`config.mk`:
```
export PLATFORM = sky130hd
export DESIGN_NAME = cdt_irq_timer
export DESIGN_NICKNAME = d
export VERILOG_FILES = /design/src/rtl/cdt_pkg.sv /design/src/rtl/cdt_ctrl_reg.sv /design/src/rtl/cdt_down_counter.sv /design/src/rtl/cdt_irq_combine.sv /design/src/rtl/cdt_irq_timer.sv
export SDC_FILE = /design/constraint.sdc
export NUM_CORES = 1
export LEC_CHECK = 0
export CORE_AREA = 2 2 70 72
export DETAILED_ROUTE_END_ITERATION = 12
export DIE_AREA = 0 0 72 74
export DONT_BUFFER_PORTS = 1
export GPL_ROUTABILITY_DRIVEN = 0
export SLEW_MARGIN = 20
export SYNTH_ARGS = -nofsm -noshare
export SYNTH_HDL_FRONTEND = slang
export SYNTH_HIERARCHICAL = 1
export SYNTH_SLANG_ARGS = --single-unit
```
`constraint.sdc`:
```
create_clock -name clk -period 2 [get_ports clk]
set_clock_uncertainty 0.15 [all_clocks]
set_input_delay 0.4 -clock clk [delete_from_list [all_inputs] [get_ports clk]]
set_output_delay 0.4 -clock clk [all_outputs]
set_load 0.005 [all_outputs]
```
`src/rtl/cdt_pkg.sv`:
```
package cdt_pkg;
  localparam int unsigned CDT_DW = 8;

  // register addresses
  localparam logic [7:0] CDT_A_CTRL   = 8'h01;
  localparam logic [7:0] CDT_A_RUN    = 8'h02;
  localparam logic [7:0] CDT_A_PRESET = 8'h03;
  localparam logic [7:0] CDT_A_COUNT  = 8'h04;

  // control register bit positions
  localparam int unsigned CB_MODE = 4;
  localparam int unsigned CB_AF   = 3;
  localparam int unsigned CB_TF   = 2;
  localparam int unsigned CB_AIE  = 1;
  localparam int unsigned CB_TIE  = 0;

  typedef struct packed {
    logic mode;
    logic af;
    logic tf;
    logic aie;
    logic tie;
  } cdt_ctrl_t;

  function automatic logic [7:0] cdt_pack_ctrl(cdt_ctrl_t c);
    logic [7:0] r;
    r = '0;
    r[CB_MODE] = c.mode;
    r[CB_AF]   = c.af;
    r[CB_TF]   = c.tf;
    r[CB_AIE]  = c.aie;
    r[CB_TIE]  = c.tie;
    return r;
  endfunction
endpackage

```
`src/rtl/cdt_ctrl_reg.sv`:
```
module cdt_ctrl_reg
  import cdt_pkg::*;
(
  input  logic       clk,
  input  logic       rst_n,
  input  logic       wr_ctrl,
  input  logic [7:0] wdata,
  input  logic       alarm_evt,
  input  logic       timer_evt,
  output cdt_ctrl_t  ctrl_o
);
  cdt_ctrl_t ctrl_q;

  // a set event outranks a software clear; writing 1 never sets a flag
  function automatic logic flag_next(logic cur, logic evt, logic wr, logic wbit);
    if (evt) return 1'b1;
    if (wr && !wbit) return 1'b0;
    return cur;
  endfunction

  always_ff @(posedge clk or negedge rst_n) begin
    if (!rst_n) begin
      ctrl_q <= '0;
    end else begin
      ctrl_q.af <= flag_next(ctrl_q.af, alarm_evt, wr_ctrl, wdata[CB_AF]);
      ctrl_q.tf <= flag_next(ctrl_q.tf, timer_evt, wr_ctrl, wdata[CB_TF]);
      if (wr_ctrl) begin
        ctrl_q.mode <= wdata[CB_MODE];
        ctrl_q.aie  <= wdata[CB_AIE];
        ctrl_q.tie  <= wdata[CB_TIE];
      end
    end
  end

  assign ctrl_o = ctrl_q;
endmodule

```
`src/rtl/cdt_down_counter.sv`:
```
module cdt_down_counter #(
  parameter int unsigned CNT_W = 8
) (
  input  logic             clk,
  input  logic             rst_n,
  input  logic             tick,
  input  logic             run,
  input  logic             reload_mode,
  input  logic             preset_wr,
  input  logic [CNT_W-1:0] preset_din,
  output logic [CNT_W-1:0] count_o,
  output logic [CNT_W-1:0] preset_o,
  output logic             expire_o,
  output logic             running_o
);
  logic [CNT_W-1:0] count_q, preset_q;
  logic             halted_q;

  // next count on an active tick
  function automatic logic [CNT_W-1:0] step_count(logic [CNT_W-1:0] cur,
                                                  logic [CNT_W-1:0] pre,
                                                  logic mode);
    if (cur <= CNT_W'(1)) return mode ? pre : '0;
    return cur - CNT_W'(1);
  endfunction

  assign running_o = run && !halted_q;
  assign expire_o  = tick && running_o && (count_q <= CNT_W'(1));

  always_ff @(posedge clk or negedge rst_n) begin
    if (!rst_n) begin
      count_q  <= '0;
      preset_q <= '0;
      halted_q <= 1'b0;
    end else begin
      if (preset_wr) preset_q <= preset_din;
      if (preset_wr && !running_o) begin
        count_q  <= preset_din;
        halted_q <= 1'b0;
      end else if (tick && running_o) begin
        count_q <= step_count(count_q, preset_q, reload_mode);
        if (expire_o && !reload_mode) halted_q <= 1'b1;
      end
    end
  end

  assign count_o  = count_q;
  assign preset_o = preset_q;
endmodule

```
`src/rtl/cdt_irq_combine.sv`:
```
module cdt_irq_combine #(
  parameter int unsigned NSRC = 2
) (
  input  logic [NSRC-1:0] flags,
  input  logic [NSRC-1:0] enables,
  output logic            irq_n
);
  logic [NSRC-1:0] gated;

  for (genvar i = 0; i < NSRC; i++) begin : g_src
    assign gated[i] = flags[i] & enables[i];
  end

  assign irq_n = ~(|gated);
endmodule

```
`src/rtl/cdt_irq_timer.sv`:
```
module cdt_irq_timer
  import cdt_pkg::*;
#(
  parameter int unsigned ADDR_W = 4
) (
  input  logic              clk,
  input  logic              rst_n,
  input  logic [ADDR_W-1:0] bus_addr,
  input  logic [7:0]        bus_wdata,
  input  logic              bus_wr,
  input  logic              bus_rd,
  output logic [7:0]        bus_rdata,
  input  logic              tick,
  input  logic              alarm_hit,
  output logic              irq_n
);
  localparam int unsigned DW = CDT_DW;

  cdt_ctrl_t     ctrl;
  logic          run_q;
  logic [DW-1:0] count, preset;
  logic          tmr_evt, running;
  logic          sel_ctrl, sel_run, sel_preset, sel_count;

  assign sel_ctrl   = (8'(bus_addr) == CDT_A_CTRL);
  assign sel_run    = (8'(bus_addr) == CDT_A_RUN);
  assign sel_preset = (8'(bus_addr) == CDT_A_PRESET);
  assign sel_count  = (8'(bus_addr) == CDT_A_COUNT);

  always_ff @(posedge clk or negedge rst_n) begin
    if (!rst_n) run_q <= 1'b0;
    else if (bus_wr && sel_run) run_q <= bus_wdata[0];
  end

  cdt_ctrl_reg u_ctrl (
    .clk       (clk),
    .rst_n     (rst_n),
    .wr_ctrl   (bus_wr && sel_ctrl),
    .wdata     (bus_wdata),
    .alarm_evt (alarm_hit),
    .timer_evt (tmr_evt),
    .ctrl_o    (ctrl)
  );

  cdt_down_counter #(.CNT_W(DW)) u_cnt (
    .clk         (clk),
    .rst_n       (rst_n),
    .tick        (tick),
    .run         (run_q),
    .reload_mode (ctrl.mode),
    .preset_wr   (bus_wr && sel_preset),
    .preset_din  (bus_wdata),
    .count_o     (count),
    .preset_o    (preset),
    .expire_o    (tmr_evt),
    .running_o   (running)
  );

  cdt_irq_combine #(.NSRC(2)) u_irq (
    .flags   ({ctrl.af,  ctrl.tf}),
    .enables ({ctrl.aie, ctrl.tie}),
    .irq_n   (irq_n)
  );

  always_comb begin
    bus_rdata = '0;
    if (bus_rd) begin
      if (sel_ctrl)        bus_rdata = cdt_pack_ctrl(ctrl);
      else if (sel_run)    bus_rdata = {7'b0, run_q};
      else if (sel_preset) bus_rdata = preset;
      else if (sel_count)  bus_rdata = count;
    end
  end
endmodule

```
# --- Word level (Yosys, flattened, before mapping) ---
# Index checks and enable logic that the tools add are counted.
word_totals:
  input_bits: 18
  ff_bits: 23
op_classes:
  bitwise_logic: 3
  eq_ne: 4
  muxes: 30
  reduce_logical: 21
  magnitude_cmp: 1
  add_sub_neg: 1
op_table:
  columns: ["op", "count"]
  rows:
  - ["two-way mux 8 bit", 10]
  - ["two-way mux 1 bit", 20]
  - ["logical AND 1 bit", 10]
  - ["equality test 4 x 2 -> 1 bit, second input constant", 2]
  - ["<= comparator 8 x 1 -> 1 bit, second input constant", 1]
  - ["nonzero test 2 bit", 4]
  - ["subtractor 8 x 1 -> 8 bit, second input constant", 1]
  - ["logical NOT 1 bit", 5]
  - ["equality test 4 x 1 -> 1 bit, second input constant", 1]
  - ["equality test 4 x 3 -> 1 bit, second input constant", 1]
  - ["AND 1 bit", 2]
  - ["AND reduction 2 bit", 1]
  - ["OR reduction 2 bit", 1]
  - ["inverter 1 bit", 1]

# --- Longest topological paths before layout ---
# Gate-level depths: netlist of the first run.
depth:
  word_depth: 8
  mapped_depth: 8
  depth_no_buf: 6

# --- By module ---
# The synthesis of the first run kept the hierarchy.
modules_own_cells:
  columns: ["mod", "instances", "area_per_inst_um2", "cells_per_inst", "seq_area_each_um2"]
  rows:
  - ["cdt_down_counter", 1, 1072.3, 111, 425.4]
  - ["cdt_irq_timer", 1, 292.8, 38, 25.0]
  - ["cdt_ctrl_reg", 1, 186.4, 12, 125.1]
  - ["cdt_irq_combine", 1, 12.5, 1, 0.0]

# --- Least setup slack after synthesis of the first run ---
# Ideal clock, no wire load.
synth_path:
  path_type: "in2reg"
  from: "in bus_addr[1]"
  to: "reg u_cnt.preset_q[0], in the netlist u_cnt/preset_o[0]"
  t_arrival_ns: 1.716
  slack_ns: 0.009
  t_required_ns: 1.725
  setup_time_ns: 0.125
  cell_stages: 5
  path_cell_list: "buf_2 -> and4bb_4 -> and2_1 -> clkbuf_1 -> mux2_2"
synth_via:
  elab_chain_cells: 2
synth_lines:
  columns: ["element", "line_no", "source"]
  rows:
  - ["start: declaration", "cdt_irq_timer.sv:8", "input logic [ADDR_W-1:0] bus_addr,"]
  - ["equality test 4 x 2 -> 1 bit", "cdt_irq_timer.sv:27", "assign sel_preset = (8'(bus_addr) == CDT_A_PRESET);"]
  - ["logical AND 1 bit", "cdt_irq_timer.sv:51", ".preset_wr (bus_wr && sel_preset),"]
  - ["end signal: assignment", "cdt_down_counter.sv:36", "if (preset_wr) preset_q <= preset_din;"]
  - ["end: declaration", "cdt_down_counter.sv:16", "logic [CNT_W-1:0] count_q, preset_q;"]
# No other way between the ends.
# A chain may end at the register's enable or synchronous reset.

# --- Final worst setup path of the first run ---
layout_path:
  from: "reg u_cnt.count_q[2], in the netlist u_cnt/count_o[2]"
  to: "reg u_cnt.count_q[3], in the netlist u_cnt/count_o[3]"
layout_via:
  elab_chain_cells: 7
  elab_cells_between_ends: 8
  cone_classes: "add/sub: 1; order compare: 1; mux: 6"
layout_lines:
  columns: ["element", "line_no", "source"]
  rows:
  - ["start: declaration", "cdt_down_counter.sv:16", null]
  - ["start signal: assignment", "cdt_down_counter.sv:38", "count_q <= preset_din;"]
  - ["start signal: assignment", "cdt_down_counter.sv:41", "count_q <= step_count(count_q, preset_q, reload_mode);"]
  - ["<= comparator 8 x 1 -> 1 bit", "cdt_down_counter.sv:23", "if (cur <= CNT_W'(1)) return mode ? pre : '0;"]
  - ["two-way mux 1 bit", "cdt_down_counter.sv:23", null]
  - ["two-way mux 1 bit", "cdt_down_counter.sv:40", "end else if (tick && running_o) begin"]
  - ["two-way mux 1 bit", "cdt_down_counter.sv:37", "if (preset_wr && !running_o) begin"]
  - ["two-way mux 8 bit *", "cdt_down_counter.sv:24", "return cur - CNT_W'(1);"]
  - ["two-way mux 8 bit *", "cdt_down_counter.sv:40", null]
  - ["two-way mux 8 bit *", "cdt_down_counter.sv:37", null]
# Mark *: on every way between the ends. The rest lies on a longest branch, timed or not. The select of a mux whose other input is x is not followed.

==> results of run 1 <==
==> state kept, by name, summed over array words and instances, names as in the netlist <==
| signal | cells |
|---|---|
| run_q | 1 |
| u_cnt/count_o | 8 |
| u_cnt/halted_q | 1 |
| u_cnt/preset_o | 8 |
| u_ctrl/ctrl_o | 5 |
==> power by group <==
part | switching [mW] | internal, mW
sequential | 0.204 | 0.597
clock | 0.165 | 0.140
combinational | 0.339 | 0.349
==> layer usage <==
| metal | vias to the layer above | wire length [um] | track usage [%] | share of wire, % |
|---|---|---|---|---|
| met5 | - | 0 | 0 | 0 |
| met4 | 0 | 114 | 6.50 | 2.7 |
| met3 | 14 | 314 | 3.25 | 7.3 |
| met2 | 71 | 2010 | 27.1 | 47 |
| met1 | 699 | 1860 | 21.1 | 43 |
| li1 | 626 | - | - | - |
==> layout make-up <==
| class | count | area (um2) |
|---|---|---|
| timing repair buffer | 15 | 128 |
| tap | 54 | 67.6 |
| fill | 471 | 2840 |
| inverter | 5 | 18.8 |
| clock inverter | 1 | 5.00 |
| sequential | 23 | 576 |
| multi-input combinational | 124 | 925 |
| clock buffer | 3 | 41.3 |
==> cells in the final DEF (no fill, tap or decap), types with 3 or more instances in the layout <==
| cell | instances |
|---|---|
| dfrtp_1 | 23 |
| nand2_1 | 15 |
| buf_4 | 13 |
| mux2_2 | 12 |
| nor2_1 | 9 |
| and3_1 | 9 |
| a221o_1 | 6 |
| inv_1 | 5 |
| nor3_1 | 5 |
| a22oi_1 | 4 |
| nand2b_1 | 4 |
| a21oi_1 | 4 |
| nor2b_1 | 3 |
| nand3b_1 | 3 |
| clkbuf_8 | 3 |
| nand3_1 | 3 |
| a21o_1 | 3 |
| mux2i_1 | 3 |
==> metrics by stage <==
stage | total power [mW] | setup slack (ps)
2_1_floorplan | 1.21 | 9.19
3_3_place_gp | 1.38 | 80.7
3_5_place_dp | 1.41 | -25.0
4_1_cts | 1.76 | 13.4
5_1_grt | 1.89 | 10.4
6_report | 1.79 | 34.1
==> final timing paths <==
path	to	cells after the start	startpoint	slack (ps)
max	u_cnt/count_o[3]$_DFFE_PN0P_	5	u_cnt/count_o[2]$_DFFE_PN0P_	30
min	u_ctrl/ctrl_o[3]$_DFFE_PN0P_	1	alarm_hit	70
max reg2reg	u_cnt/count_o[3]$_DFFE_PN0P_	5	u_cnt/count_o[2]$_DFFE_PN0P_	30
min reg2reg	u_cnt/halted_q$_DFFE_PN0P_	1	u_cnt/halted_q$_DFFE_PN0P_	380
max in group asynchronous	u_cnt/count_o[3]$_DFFE_PN0P_	2	rst_n	1160
min in group asynchronous	u_cnt/halted_q$_DFFE_PN0P_	2	rst_n	390
==> worst max-delay path: stages, from the launching register on <==
cell      delay [ps]
dfrtp_1          530
nor2_1           340
and3_4           280
buf_4            140
nand4_1           90
a221oi_1         330
==> what timing repair did <==
item                                    in CTS  in global routing
gates resized for setup                      0                  4
endpoints found under the setup margin       4                  4
endpoints found under the hold margin       23                  0
setup buffers                                2                  0
hold buffers                                 2                  0
==> impl_results.md, run 1 <==
* Ratio of cells with drive above 1 in the final layout at 22.2%
* PwrDens at roughly 1000 nW/um2
* Slew margin rel. at 72.5%
* Crit path time final at 1970 ps
* Sink Count at 23
* Crit end category: flip-flop
* Status: complete, no violations
* Worst setup path class: reg -> reg
* Final non-filler cell total at 225
* Max FO, Critical Path at 9
* Critical path required time at roughly 2000 ps
* Nets at 192
* Residual DRC at 0
* Die H at about 74 um
* Die W at 72 um
* RSZ-0062 raised after global routing: no
* Num CTS Buffers at 3
* Pin count of the biggest net entering global routing at 24
* Final Cycle Share at 98.3%
* Root buffer cell: clkbuf_8
* Total Wirelength at about 4.3 mm
* Clock-pin slew on the worst setup and hold paths at around 90 ps
* First-pass GRT wire length at 6.71 mm
* GRT Residual Overflow at 0
* Placed cell count at 217
* DR vias at 1410
* Vias in the first global route at around 1400
* Leak at 0.724 nW
* Min-delay worst type: in -> reg
* Final-report hold violation count at 0
* Antenna violations before repair at 0
* H-tree depth at 1
* Fin Hold WS at approximately 70 ps
* Layout Utilization at a little under two fifths
* Area grow syn2layout at 12.8%
* Synthesized area at 1560 um2
* Max cap viols at 0
* 1st-iter DRT viols at 95
* Starting density of the core at 33.9%
* Pins Over Slew Limit at 0
* I/O Buffers at 0
* # diodes at 0
* Post-DP Area at 1650 um2
* CTS tree: done
* Row count at 25
* Full die area at 5330 um2
* Syn Nets at 181
* DRT Pass-1 Iters at 5
* Core area at 4600 um2
* Clk_lat worst skew at 270 ps
* DRT antenna net count at 0
* Fmax at roughly 510 MHz
* Post-DR vias/cell at 6.27
* Post-route cell area at 1760 um2
* Finish-stage setup viols at 0
* Syn avg cell area at 9.69 um2
* Crit path launch type: flip-flop
* GR Util All Layers at roughly 16%
* Slew @ Worst Pin at a little over 400 ps
* Post-DR wirelength/cell at 19.1 um
* DPL Wire Length at 3.21 mm
* Yosys warnings at 6
* Setup TNS Final at 0 ps
* Max VDD drop at 0.383 mV
* Mapped Cells at 161
* Clock Tree Buf Depth at 2
* I/O Pins at 27
* Crit path DAT at 1970 ps
No activity file was read; power rests on OpenSTA's default activity.
==> inputs of run 2 (changes only) <==
- ABC_CLOCK_PERIOD_IN_PS: default -> 2000
- CELL_PAD_IN_SITES_DETAIL_PLACEMENT: default -> 1
- CELL_PAD_IN_SITES_GLOBAL_PLACEMENT: default -> 1
- PLACE_DENSITY_LB_ADDON: default -> 0.1
==> run 2 against run 1 <==
  * Non-clock buffer count increased by 4
  * Clock power barely moved
  * Combinational power is 16% higher
  * Final area grew 1.4%
  * Setup slack improved by 47 ps
  * Sequential share of layout area shrank 0.46 points
  * Cell count rose by 1.8%
  * Global-route usage is 3.8 points higher
  * Register-to-register slack better by 50 ps
  * Clock-buffer cell count is 1 higher
  * Hold slack worse by 11 ps
  * Power increased by 3.6%
  * Highest routed layer unchanged
==> impl_results.md, run 2 (same netlist as run 1, synthesis figures left out) <==
* Tot Pwr at 1.86 mW (was 1.79 mW)
* Post-route cell area at 1790 um2 (was 1760 um2)
* Residual DRC at 0 (unchanged)
* Area grow syn2layout at 14.4% (was 12.8%)
* H-tree depth at 1 (unchanged)
* Internal power contribution at 1.13 mW (was 1.09 mW)
* Layout Utilization at 38.8% (was 38.3%)
* Root buffer cell: clkbuf_8 (unchanged)
* Crit path time final at 1920 ps (was 1970 ps)
* DR vias at 1387 (was 1410)
* Max cap viols at 0 (unchanged)
* Worst setup path class: reg -> reg (unchanged)
* Min-delay worst type: in -> reg (unchanged)
* Slew margin rel. at 72.2% (was 72.5%)
* Most frequent cells in the layout: dfrtp_1 (23), buf_4 (17), nand2_1 (15), mux2_2 (12) (was dfrtp_1 (23), nand2_1 (15), buf_4 (13), mux2_2 (12))
* Leak at 0.741 nW (was 0.724 nW)
* Worst reg2reg path depth at 6 (was 5)
* # diodes at 0 (unchanged)
* RSZ-0062 raised after global routing: no (unchanged)
* Setup TNS Final at 0 ps (unchanged)
* Final Cycle Share at 96.0% (was 98.3%)
* Pins Over Slew Limit at 0 (unchanged)
* Fin Hold WS at 58.7 ps (was 70.0 ps)
* Most common cell after layout, fill and taps aside: dfrtp_1 (unchanged)
* Fmax at 521 MHz (was 509 MHz)
* Worst slack, placed at 6.90 ps (was -25.0 ps)
* Post-DR wirelength/cell at 21.5 um (was 19.1 um)
* Core area at 4600 um2 (unchanged)
* WHS Path Cells at 1 (unchanged)
* Starting density of the core at 33.9% (unchanged)
* PwrDens at 1040 nW/um2 (was 1020 nW/um2)
* 1st-iter DRT viols at 41 (was 95)
* GR Util All Layers at 20.1% (was 16.3%)
* Full die area at 5330 um2 (unchanged)
* Status: complete, no violations (unchanged)
* Sw Pwr at 723 uW (was 708 uW)
* Worst hold path endpoint: u_ctrl/ctrl_o[3]$_DFFE_PN0P_ (unchanged)
* Die H at 74 um (unchanged)
* DRT Pass-1 Iters at 4 (was 5)
* Critical path required time at 2010 ps (about the same)
* Reg2reg end: u_cnt/count_o[0]$_DFFE_PN0P_ (was u_cnt/count_o[3]$_DFFE_PN0P_)
* Clock Power Share at 16.5% (was 17.0%)
* Seq pwr share at 40.4% (was 44.6%)
* Reg2reg setup slack at 80 ps (was 30 ps)
* Hold path startpoint: alarm_hit (unchanged)
* Ratio of cells with drive above 1 in the final layout at 23.4% (was 22.2%)
* I/O Buffers at 0 (unchanged)
* Clock-pin slew on the worst setup and hold paths at 80 ps (was 90 ps)
* Antenna violations before repair at 0 (unchanged)
* Switching Share at 38.9% (was 39.5%)
* GRT Residual Overflow at 0 (unchanged)
* Finish-stage setup viols at 0 (unchanged)
* DRT antenna net count at 0 (unchanged)
* Pin count of the biggest net entering global routing at 24 (unchanged)
* Final-report hold violation count at 0 (unchanged)
* Crit end category: flip-flop (unchanged)
* RR Startpoint: u_cnt/count_o[0]$_DFFE_PN0P_ (was u_cnt/count_o[2]$_DFFE_PN0P_)
* Vias in the first global route at 1454 (was 1404)
* I/O Pins at 27 (unchanged)
* Final setup margin at 80.7 ps (was 34.1 ps)
* Placed cell count at 222 (was 217)
* Logic gate share of total power at 43.1% (was 38.4%)
* Row count at 25 (unchanged)
* First-pass GRT wire length at 7.95 mm (was 6.71 mm)
* Crit path DAT at 1930 ps (was 1970 ps)
* FILL cells at 538 (was 471)
* Post-DR vias/cell at 6.06 (was 6.27)
* Crit path launch type: flip-flop (unchanged)
* DPL Wire Length at 3.84 mm (was 3.21 mm)
* Max FO, Critical Path at 4 (was 9)
* Die W at 72 um (unchanged)
* Clk_lat worst skew at 280 ps (was 270 ps)
* Clock Tree Buf Depth at 2 (unchanged)
* CTS tree: done (unchanged)
* Post-DP Area at 1690 um2 (was 1650 um2)
* Slew @ Worst Pin at 413 ps (was 407 ps)
* Max VDD drop at 0.340 mV (was 0.383 mV)
* Num CTS Buffers at 3 (unchanged)
* Total Wirelength at 4.92 mm (was 4.30 mm)
* Final non-filler cell total at 229 (was 225)
* Nets at 196 (was 192)
* Sink Count at 23 (unchanged)
## run 2: changes by cell type in the layout (fill, tap and decap cells not counted), sizes merged
cell,before,now
buf,14,18
clkbuf,3,4
clkinv,1,0
## run 2: how the worst max path moves through the flow
stage,cells past startpoint,startpoint,to,slack [ps]
CTS,6,u_cnt/count_o[0]$_DFFE_PN0P_,u_cnt/count_o[0]$_DFFE_PN0P_,20
global placement,6,u_cnt/count_o[0]$_DFFE_PN0P_,u_cnt/count_o[0]$_DFFE_PN0P_,80
finish,6,u_cnt/count_o[0]$_DFFE_PN0P_,u_cnt/count_o[0]$_DFFE_PN0P_,80
global route,8,u_cnt/count_o[0]$_DFFE_PN0P_,u_cnt/count_o[2]$_DFFE_PN0P_,3
floorplan,5,bus_addr[1],u_cnt/preset_o[0]$_DFFE_PN0P_,9
detailed placement,6,u_cnt/count_o[0]$_DFFE_PN0P_,u_cnt/count_o[0]$_DFFE_PN0P_,7
## run 2: timing repair
action	4_1_cts	5_1_grt
pin swaps	0	1
hold endpoints to repair	23	0
endpoints found under the setup margin	4	4
hold buffers	2	0
buffers inserted	1	0
resized for setup	0	3
## run 2: area by class of cell
class,instances,area (um2),area share [%]
Inverter,5,18.8,1.05
Timing Repair Buffer,19,158,8.83
Sequential cell,23,576,32.2
Tap cell,54,67.6,3.78
Multi-Input combinational cell,124,921,51.6
Clock buffer,4,45.0,2.52
## run 2: power groups by stage
stage | combinational, mW | sequential [mW] | clock (mW)
global placement | 0.734 | 0.756 | 0
CTS | 0.794 | 0.753 | 0.318
floorplan | 0.481 | 0.733 | 0
finish | 0.801 | 0.750 | 0.306
detailed placement | 0.753 | 0.768 | 0
global route | 0.888 | 0.773 | 0.336
## run 2: routing by layer
metal	wire (um)	part of all wire (%)	global-route usage [%]	up-vias
met3	242	4.9	3.93	5
met2	2440	50	34.9	44
met5	0	0	0	-
met4	67	1.4	6.92	0
li1	-	-	-	634
met1	2170	44	25.1	704
## run 2: worst max-delay path, cell delays in order, from the launching register on
cell and delay, ps:
dfrtp_1 400, inv_1 70, ha_1 220, or2_2 320
and3_4 210, mux2i_1 130, a221o_1 300
